--- config.mk ---
export PLATFORM = sky130hd
export DESIGN_NAME = acc_cpu_core
export DESIGN_NICKNAME = d
export VERILOG_FILES = /design/src/rtl/acc_cpu_pkg.sv /design/src/rtl/acc_cpu_alu.sv /design/src/rtl/acc_cpu_dec.sv /design/src/rtl/acc_cpu_seq.sv /design/src/rtl/acc_cpu_core.sv
export SDC_FILE = /design/constraint.sdc
export NUM_CORES = 1
export LEC_CHECK = 0
export BUFFER_PORTS_ARGS = -buffer_cell sky130_fd_sc_hd__buf_2
export CAP_MARGIN = 5
export CORE_ASPECT_RATIO = 0.8
export CORE_MARGIN = 4
export CORE_UTILIZATION = 51
export DETAILED_ROUTE_END_ITERATION = 12
export PLACE_DENSITY = 0.7
export SYNTH_ARGS = -nofsm -noshare
export SYNTH_HDL_FRONTEND = slang
export SYNTH_SLANG_ARGS = --single-unit
--- constraint.sdc ---
create_clock -name clk -period 7.8 [get_ports clk]
set_clock_uncertainty 0.15 [all_clocks]
set_input_delay 0.78 -clock clk [delete_from_list [all_inputs] [get_ports clk]]
set_output_delay 0.78 -clock clk [all_outputs]
set_load 0.01 [all_outputs]
--- src/rtl/acc_cpu_pkg.sv ---
package acc_cpu_pkg;

   localparam int OPC_W = 4;

   localparam logic [OPC_W-1:0] OPC_LOAD  = 4'h0;
   localparam logic [OPC_W-1:0] OPC_STORE = 4'h1;
   localparam logic [OPC_W-1:0] OPC_ADD   = 4'h2;
   localparam logic [OPC_W-1:0] OPC_SUB   = 4'h3;
   localparam logic [OPC_W-1:0] OPC_JUMP  = 4'h4;
   localparam logic [OPC_W-1:0] OPC_JPOS  = 4'h5;
   localparam logic [OPC_W-1:0] OPC_JNZ   = 4'h6;
   localparam logic [OPC_W-1:0] OPC_STOP  = 4'h7;

   typedef enum logic {
      PH_FETCH = 1'b0,
      PH_EXEC  = 1'b1
   } phase_e;

   typedef enum logic [1:0] {
      ALU_PASS = 2'd0,
      ALU_ADD  = 2'd1,
      ALU_SUB  = 2'd2
   } alu_op_e;

   typedef struct packed {
      logic    acc_wr;
      alu_op_e alu_op;
      logic    mem_wr;
      logic    pc_wr;
      logic    stop;
   } ctl_t;

endpackage

--- src/rtl/acc_cpu_alu.sv ---
module acc_cpu_alu
   import acc_cpu_pkg::*;
#(
   parameter int DATA_W        = 16,
   parameter bit SUB_VIA_ADDER = 1'b1
) (
   input  alu_op_e           op,
   input  logic [DATA_W-1:0] a,
   input  logic [DATA_W-1:0] b,
   output logic [DATA_W-1:0] y
);

   localparam logic [DATA_W-1:0] ONE = {{(DATA_W-1){1'b0}}, 1'b1};

   logic              is_sub;
   logic [DATA_W-1:0] arith;

   assign is_sub = (op == ALU_SUB);

   generate
      if (SUB_VIA_ADDER) begin : g_shared_adder
         logic [DATA_W-1:0] b_inv;
         assign b_inv = is_sub ? ~b : b;
         assign arith = a + b_inv + (is_sub ? ONE : '0);
      end else begin : g_split_units
         assign arith = is_sub ? (a - b) : (a + b);
      end
   endgenerate

   assign y = (op == ALU_PASS) ? b : arith;

endmodule

--- src/rtl/acc_cpu_dec.sv ---
module acc_cpu_dec
   import acc_cpu_pkg::*;
(
   input  logic [OPC_W-1:0] opcode,
   input  logic             acc_neg,
   input  logic             acc_zero,
   output ctl_t             ctl
);

   always_comb begin
      ctl = '0;
      ctl.alu_op = ALU_PASS;
      unique case (opcode)
         OPC_LOAD:  ctl.acc_wr = 1'b1;
         OPC_STORE: ctl.mem_wr = 1'b1;
         OPC_ADD: begin
            ctl.acc_wr = 1'b1;
            ctl.alu_op = ALU_ADD;
         end
         OPC_SUB: begin
            ctl.acc_wr = 1'b1;
            ctl.alu_op = ALU_SUB;
         end
         OPC_JUMP:  ctl.pc_wr = 1'b1;
         OPC_JPOS:  ctl.pc_wr = ~acc_neg;
         OPC_JNZ:   ctl.pc_wr = ~acc_zero;
         OPC_STOP:  ctl.stop  = 1'b1;
         default:   ctl = '0;
      endcase
   end

endmodule

--- src/rtl/acc_cpu_seq.sv ---
module acc_cpu_seq
   import acc_cpu_pkg::*;
(
   input  logic   clk,
   input  logic   rst,
   input  logic   stop_req,
   output phase_e phase,
   output logic   halted
);

   always_ff @(posedge clk) begin
      if (rst) begin
         phase  <= PH_FETCH;
         halted <= 1'b0;
      end else if (!halted) begin
         if (phase == PH_FETCH) begin
            phase <= PH_EXEC;
         end else begin
            phase <= PH_FETCH;
            if (stop_req) halted <= 1'b1;
         end
      end
   end

endmodule

--- src/rtl/acc_cpu_core.sv ---
module acc_cpu_core
   import acc_cpu_pkg::*;
#(
   parameter int DATA_W        = 16,
   parameter int ADDR_W        = 12,
   parameter bit SUB_VIA_ADDER = 1'b1
) (
   input  logic              clk,
   input  logic              rst,
   output logic [ADDR_W-1:0] mem_addr,
   input  logic [DATA_W-1:0] mem_rdata,
   output logic [DATA_W-1:0] mem_wdata,
   output logic              mem_we,
   output logic              halted
);

   localparam int OPC_LSB = DATA_W - OPC_W;
   localparam logic [ADDR_W-1:0] PC_STEP = {{(ADDR_W-1){1'b0}}, 1'b1};

   generate
      if (OPC_LSB != ADDR_W) begin : g_bad_format
         $error("instruction word must be opcode plus address bits");
      end
      if (ADDR_W < 1 || DATA_W < 2) begin : g_bad_width
         $error("address or data width too small");
      end
   endgenerate

   phase_e            phase;
   logic              fetch_c;
   logic              exec_c;
   logic [ADDR_W-1:0] pc_q;
   logic [DATA_W-1:0] acc_q;
   logic [DATA_W-1:0] ir_q;
   logic [DATA_W-1:0] alu_y;
   logic [ADDR_W-1:0] opnd_addr;
   ctl_t              ctl;

   assign fetch_c   = (phase == PH_FETCH) && !halted;
   assign exec_c    = (phase == PH_EXEC) && !halted;
   assign opnd_addr = ir_q[ADDR_W-1:0];

   acc_cpu_seq u_seq (
      .clk      (clk),
      .rst      (rst),
      .stop_req (ctl.stop),
      .phase    (phase),
      .halted   (halted)
   );

   acc_cpu_dec u_dec (
      .opcode   (ir_q[DATA_W-1:OPC_LSB]),
      .acc_neg  (acc_q[DATA_W-1]),
      .acc_zero (acc_q == '0),
      .ctl      (ctl)
   );

   acc_cpu_alu #(
      .DATA_W        (DATA_W),
      .SUB_VIA_ADDER (SUB_VIA_ADDER)
   ) u_alu (
      .op (ctl.alu_op),
      .a  (acc_q),
      .b  (mem_rdata),
      .y  (alu_y)
   );

   always_ff @(posedge clk) begin
      if (rst) begin
         pc_q  <= '0;
         acc_q <= '0;
         ir_q  <= '0;
      end else if (fetch_c) begin
         ir_q <= mem_rdata;
         pc_q <= pc_q + PC_STEP;
      end else if (exec_c) begin
         if (ctl.acc_wr) acc_q <= alu_y;
         if (ctl.pc_wr)  pc_q  <= opnd_addr;
      end
   end

   assign mem_addr  = exec_c ? opnd_addr : pc_q;
   assign mem_wdata = acc_q;
   assign mem_we    = exec_c && ctl.mem_wr;

endmodule

Word level (Yosys, flattened, before mapping)
Index checks and enable logic that the tools add are counted.
{ "classes": {"n_reduce_logical": 12, "n_eq_ne": 8, "mux": 16, "n_addsub": 3, "n_bitwise": 5} }
{ "op_table": {"columns": ["operator", "count"], "rows": [
  ["two-way mux 12 bit", 4],
  ["adder 16 bit", 2],
  ["two-way mux 16 bit", 2],
  ["== test 4 x 3 -> 1 bit (second input constant)", 4],
  ["zero test 16 bit", 1],
  ["inverter 16 bit", 1],
  ["adder 12 x 1 -> 12 bit (second input constant)", 1],
  ["== test 4 x 2 -> 1 bit (second input constant)", 2],
  ["two-way mux 1 bit", 8],
  ["== test 4 x 1 -> 1 bit (second input constant)", 1],
  ["zero test 4 bit", 1],
  ["inverter 1 bit", 4],
  ["case mux 2 bit (2 select lines)", 1],
  ["nonzero test 2 bit", 2],
  ["logical AND 1 bit", 3],
  ["case mux 1 bit (3 select lines)", 1],
  ["AND reduction 3 bit", 1],
  ["OR reduction 3 bit", 1],
  ["== test 2 bit (second input constant)", 1],
  ["zero test 2 bit", 1],
  ["AND reduction 2 bit", 1],
  ["zero test 1 bit", 1]
]} }
{ "word_totals": {"ff_bits": 46, "word_cells": 49} }

Longest topological paths before layout
Gate-level depths: netlist of the first run.
{ "depth": {"depth_word": 7, "depth_mapped": 13, "mapped_depth_nobuf": 11} }

Cells and area by module
From an unflattened synthesis of the first run, not the netlist that was laid out.
{ "unflattened": {"hier_cells": 426, "hier_area_um2": 3266.9} }
{ "modules_own_cells": {"columns": ["mod", "n_inst", "cells_each", "area_each_um2"], "rows": [
  ["acc_cpu_core", 1, 260, 2052.0],
  ["acc_cpu_alu", 1, 149, 1081.0],
  ["acc_cpu_dec", 1, 11, 72.6],
  ["acc_cpu_seq", 1, 6, 61.3]
]} }

Least setup slack after synthesis of the first run
No wires, ideal clock.
{ "synth_path": {"path_kind": "reg-to-reg", "start": "register ir_q[14]", "end": "register acc_q[12], in the netlist mem_wdata[12]", "setup_slack_ns": 4.197, "arrival_ns": 3.367, "stages_incl_launch_ff": 13, "path_buffers": 2, "path_cell_list": "dfxtp_1 -> clkbuf_1 -> nor3_1 -> clkbuf_1 -> xor2_1 -> fa_1 -> a21oi_1 -> o211ai_1 -> a2111o_1 -> o211ai_1 -> xnor2_1 -> nand2_1 -> a211oi_1"} }
{ "synth_via": {"elab_chain_len": 7, "word_cells_on_any_way": 14, "cone_classes": "2 x add/sub; 3 x eq/ne; 5 x mux; 4 x reduce/logical"} }
{ "synth_lines": {"columns": ["element", "line", "rtl"], "rows": [
  ["from (decl)", "acc_cpu_core.sv:34", "logic [DATA_W-1:0] ir_q;"],
  ["from (signal assigned)", "acc_cpu_core.sv:74", "ir_q <= mem_rdata;"],
  ["== test 4 x 2 -> 1 bit", "acc_cpu_dec.sv:13", "unique case (opcode)"],
  ["case mux 2 bit (2 select lines)", "acc_cpu_dec.sv:13", null],
  ["== test 2 bit", "acc_cpu_alu.sv:18", "assign is_sub = (op == ALU_SUB);"],
  ["two-way mux 16 bit", "acc_cpu_alu.sv:23", "assign b_inv = is_sub ? ~b : b;"],
  ["adder 16 bit (2 in series)", "acc_cpu_alu.sv:24", "assign arith = a + b_inv + (is_sub ? ONE : '0);"],
  ["two-way mux 16 bit", "acc_cpu_alu.sv:30", "assign y = (op == ALU_PASS) ? b : arith;"],
  ["to (signal assigned)", "acc_cpu_core.sv:77", "if (ctl.acc_wr) acc_q <= alu_y;"],
  ["to (decl)", "acc_cpu_core.sv:33", "logic [DATA_W-1:0] acc_q;"]
]} }
Several ways; a longest one is shown, not always the timed one.
A chain may end at the register's enable or synchronous reset.

Worst setup path in the final report of the first run
Ends and elaborated chain as after synthesis.

==> qor.yml, run 1 <==
status: "finished, final reports clean"
vias: 3023
synth_area_leaders: "dfxtp_1, nand2_1, ha_1"
syn-instance-count: 397
min_path_type: "reg2reg"
clock_latency_ns: 0.30
wl_per_cell_um: 16.1
io_buffers: 47
yosysWarnings: 0
synth_cell_types: 46
grt_pass1_wl_um: 14000
maxSlewHeadroom_pct: 38.3
syn_nets: 433
setup_violations: 0
synth.largest_area_cell: "dfxtp_1"
start_util_pct: 52.6
diodes: 0
die_h_um: 77.6
rsz0062_at_grt: "false"
fin_util_pct: 59.3
tns_ns: 0
clock-sinks: 46
fill_cells: 570
grt_overflow: 0
syn_area_um2: 3090
grt_pass1_vias: 2863
first_iter_violations: 215
first_pass_iters: 5
htreeDepth: 2
clockBufferDepth: 2
synthArstFlopShare_pct: 0
synth.top_cell.area_share_pct: 29.8
cellLeakagePower_nw: 1.54
worst_setup_path_start_kind: "flop"
p_seq_share_pct: 42.8
critical_path.max_fanout: 20
intPower_w: 0.000421
antenna_found_initial: 0
cap_violations: 0
crit_path_end_kind: "flop"
hpwl_um: 5970
ctsHoldBuffers: 0
cts_setup_buffers: 0
via_per_inst: 5.89
cts_tree: "done"
routed_wl_um: 8250
track_usage_pct: 23.7
syn_avg_cell_area_um2: 7.78
finalPower_w: 0.000631
antenna_left: 0
nets: 467
grt_max_degree: 47
drive_gt1_share_pct: 17.8
synth-edff-count: 0
ios: 48
cp.required_ns: 7.86
cp.arrival_ns: 3.48
numCtsBuffers: 5
die_w_um: 95.0
coreArea_um2: 5880
tightest_slew_ns: 0.922
row_count: 25
cts-root-buf: "clkbuf_8"
ir_drop_v: 0.0000811
power_frac_comb_pct: 28.7
multi_input_area_um2: 2080
worst-setup-path-type: "reg2reg"
finalHoldViolations: 0
final.period_utilization_pct: 43.8
regArea_um2: 921
synth_top_flop_cell: "dfxtp_1"
design.die.area_um2: 7380
powerDensity_nw_per_um2: 181
place_congestion: 0.931
clkPwrFrac_pct: 28.4
timing.fmax_mhz: 292
p_sw_share_pct: 33.2
layout_min_cycle_time_ns: 3.42
slew_violations: 0
ys_seq_area_share_pct: 29.8
drc: 0
p_switching_w: 0.000209
path_clk_slew_ns: 0.09
ys_ff_latch: 46
postCtsResizedCells: 0
area_growth_pct: 12.8
-- registers in the layout, summed over array words and instances (netlist names) --
signal / cells
pc_q: 12
u_seq.halted: 1
mem_wdata: 16
ir_q: 16
u_seq.phase: 1
-- final timing paths --
kind | from | end | slack (ns) | cells past startpoint
worst max register to register | ir_q[14] | mem_wdata[12] | 4.38 | 10
worst min register to register | ir_q[9] | ir_q[9] | 0.33 | 2
worst max-delay path | ir_q[14] | mem_wdata[12] | 4.38 | 10
worst min-delay path | ir_q[9] | ir_q[9] | 0.33 | 2
-- through the flow --
stage	hold WS [ns]	setup WS, ns	instances	cell area (um^2)
after floorplan	0.295	4.20	397	3090
final	0.330	4.38	513	3480
after global routing	0.365	4.07	513	3480
after CTS	0.332	4.42	513	3480
after detailed placement	0.318	4.44	505	3370
after global placement	0.314	4.53	505	3370
-- layer usage --
layer  share of wire (%)  vias up  global-route usage [%]
met2                  42      110                    34.7
li1                    -     1489                       -
met4                 1.4        0                    6.05
met3                 7.3       11                    3.78
met5                   0        -                       0
met1                  49     1413                    35.7
-- layout by cell type, fill, tap and decap left out, types with 7 or more instances in the layout --
master   Yosys  layout
a21o_1       9       9
a21oi_1     40      40
buf_2        0      47
dfxtp_1     46      46
ha_1        17      17
mux2_2      13      13
nand2_1     64      64
nand3_1      8       8
nor2_1      44      44
nor3_1       8       7
o21ai_0     16      16
xnor2_1     14      14
xor2_1      19      19
-- worst max-delay path, cell delays in order, from the launching register on --
cell      delay [ns]
dfxtp_1         0.48
or3_1           0.65
o21ai_0         0.25
fa_1            0.44
a21oi_1         0.18
o211ai_1        0.25
a2111o_1        0.43
o211ai_1        0.11
xnor2_1         0.14
nand2_1         0.07
a211oi_1        0.18
-- cell usage after synthesis, types with 9 or more instances --
| library cell | number |
|---|---|
| mux2_2 | 13 |
| dfxtp_1 | 46 |
| nor2_1 | 44 |
| clkbuf_1 | 21 |
| o21ai_0 | 16 |
| nand2_1 | 64 |
| ha_1 | 17 |
| a21o_1 | 9 |
| a21oi_1 | 40 |
| xor2_1 | 19 |
| xnor2_1 | 14 |
-- final cells by class --
| type | count | share of cell area, % |
|---|---|---|
| Timing Repair Buffer | 51 | 7.61 |
| Tap cell | 81 | 2.91 |
| Clock buffer | 6 | 2.08 |
| Inverter | 3 | 0.323 |
| Clock inverter | 2 | 1.08 |
| Sequential cell | 46 | 26.4 |
| Multi-Input combinational cell | 324 | 59.6 |
-- power groups by stage --
stage          clock network [W]  registers, W  logic (W)
6_report                0.000179      0.000270   0.000181
4_1_cts                 0.000182      0.000270   0.000180
2_1_floorplan                  0      0.000272   0.000130
5_1_grt                 0.000193      0.000273   0.000201
3_3_place_gp                   0      0.000275   0.000176
3_5_place_dp                   0      0.000275   0.000178
-- cell families (layout without fill, tap and decap cells) --
group	after synthesis	in the layout	share of synthesized area (%)
AO/OA/AOI/OAI	105	105	22.6
adder cells (fa/ha/maj)	18	18	7.53
buffers and inverters	27	62	3.40
flip-flops	46	46	29.8
AND/OR/NAND/NOR	152	152	21.6
XOR/XNOR	33	33	9.35
multiplexers	16	16	5.71
(Power assumes the default switching activity.)
==> inputs of run 2 (changes only) <==
- PLACE_DENSITY: 0.7 -> 0.73
- clock period: 7.8 -> 2.74 ns (I/O delays scaled with it)
==> qor.yml, run 2 (synthesis results as in run 1) <==
min_path_type: "in2reg"
cts_tree: "done"
fill_cells: 458  # -20%
grt_max_degree: 37  # -21%
vias: 3381  # +12%
regArea_um2: 931  # +1.1%
crit_path_end_kind: "flop"
finalHoldViolations: 0  # unchanged
layout_common_cells: "nand2_1, buf_2, buf_4"
routed_wl_um: 10100  # +22%
crit_buf_inv: 3  # +3
ir_drop_v: 0.000274  # +240%
wl_per_cell_um: 18.0  # +12%
final_common_cell: "nand2_1"
cp.arrival_ns: 2.98  # -0.50 ns
status: "finished, violations left"
multi_input_area_um2: 2440  # +17%
critical_path.max_fanout: 4  # -80%
path_clk_slew_ns: 0.10  # about the same
layout_min_cycle_time_ns: 2.89  # -0.533 ns
clockBufferDepth: 2  # unchanged
track_usage_pct: 26.8  # +3.1 points
ctsHoldBuffers: 0  # unchanged
holdPathStages: 3  # +1
cts-root-buf: "clkbuf_8"
rsz0062_at_grt: "true"
cellLeakagePower_nw: 1.87  # +21%
io_buffers: 47  # unchanged
path_cells: "nor3_4 > buf_12 > xor2_1 > ha_1 > buf_6 > a21oi_4 > o211ai_1 > buf_4 > a2111o_1 > o211ai_1 > xnor2_1 > nand2_1 > a211oi_2"
diodes: 0  # unchanged
timing.fmax_mhz: 347  # +18%
die_w_um: 95.0  # unchanged
drc: 0  # unchanged
antenna_left: 0  # unchanged
htreeDepth: 2  # unchanged
antenna_found_initial: 0  # unchanged
cp.depth: 13  # +3
hpwl_um: 6730  # +13%
grt_pass1_wl_um: 15500  # +11%
place_congestion: 0.928  # -0.30%
worst_setup_path_start_kind: "flop"
grt_overflow: 0  # unchanged
numCtsBuffers: 5  # unchanged
finalPower_w: 0.00208  # +230%
worstRegToRegCells: 13  # +3
coreArea_um2: 5880  # unchanged
tns_ns: -0.479  # -0.479 ns
worst-setup-path-type: "reg2reg"
drive_gt1_share_pct: 36.0  # +18 points
maxSlewHeadroom_pct: 36.7  # -1.7 points
crit_path_max_incr_delay_ns: 0.37  # -0.28 ns
row_count: 25  # unchanged
first_iter_violations: 266  # +24%
grt_pass1_vias: 3070  # +7.2%
via_per_inst: 6.02  # +2.1%
cpMaxStageDelayCell: "dfxtp_4"
area_growth_pct: 38.2
ios: 48  # unchanged
cap_violations: 0  # unchanged
setup_violations: 7  # +7
clock-sinks: 46  # unchanged
cp.required_ns: 2.83  # -5.03 ns
setup_slack_ns: -0.146  # -4.53 ns
nets: 516  # +10%
tightest_slew_ns: 0.947  # +0.0247 ns
crit_family: "compound AO/OA/AOI/OAI gates"
violations: "setup timing"
powerDensity_nw_per_um2: 487  # +170%
die_h_um: 77.6  # unchanged
slew_violations: 0  # unchanged
crit_top_cell: "o211ai_1"
clock_latency_ns: 0.31  # about the same
final.period_utilization_pct: 105  # +61 points
design.die.area_um2: 7380  # unchanged
first_pass_iters: 5  # unchanged
start_util_pct: 52.6  # unchanged
==> run 2: path summary, 6_finish.rpt <==
kind / from / to / slack, ns
max reg2reg: ir_q[14] / mem_wdata[12] / -0.15
min: mem_rdata[14] / ir_q[14] / 0.08
min reg2reg: ir_q[8] / ir_q[8] / 0.33
max: ir_q[14] / mem_wdata[12] / -0.15
==> run 2: cell type report <==
cell class	instances	area share, %
multi-input combinational	324	57.1
timing repair buffer	100	15.9
sequential	46	21.8
tap	81	2.37
clock inverter	3	1.03
clock buffer	5	1.61
inverter	3	0.264
==> run 2: worst reg2reg max path, stage by stage (launching register included) <==
cell and delay (ns):
dfxtp_4 0.37, nor3_4 0.25, buf_12 0.15, xor2_1 0.15, ha_1 0.32, buf_6 0.16, a21oi_4 0.11, o211ai_1 0.11
buf_4 0.15, a2111o_1 0.37, o211ai_1 0.12, xnor2_1 0.15, nand2_1 0.09, a211oi_2 0.18
==> run 2: repair_timing <==
item,4_1_cts,5_1_grt
resized for setup,12,39
setup buffers,8,8
cloned,1,0
setup endpoints to repair,5,11
pin swaps,12,23
==> run 2: stage by stage <==
stage / cell area [um^2] / hold WS, ns / std cells / util, % / worst slack (ns)
3_3_place_gp: 3710 / 0.314 / 538 / 63.0 / -0.00415
6_report: 4270 / 0.0769 / 562 / 72.6 / -0.146
2_1_floorplan: 3210 / 0.250 / 397 / - / -0.138
5_1_grt: 4270 / 0.0833 / 562 / 72.6 / -0.292
3_5_place_dp: 3710 / 0.317 / 538 / 63.0 / -0.137
4_1_cts: 3960 / 0.0654 / 555 / 67.4 / -0.0801
==> run 2: routing by layer <==
layer  part of all wire, %  wire [um]  global-route usage (%)  vias up
li1                      -          -                       -     1584
met1                    44       4420                    38.4     1615
met2                    47       4720                    41.0      166
met3                   7.5        754                    4.17       16
met4                   1.9        192                    8.36        0
met5                     0          0                       0        -
==> run 2: power by group <==
part	internal (W)	leakage [nW]	switching, W
Clock	0.000274	0.0585	0.000263
Combinational	0.000367	1.43	0.000406
Sequential	0.000713	0.380	0.0000575
Total	0.00135	1.87	0.000726
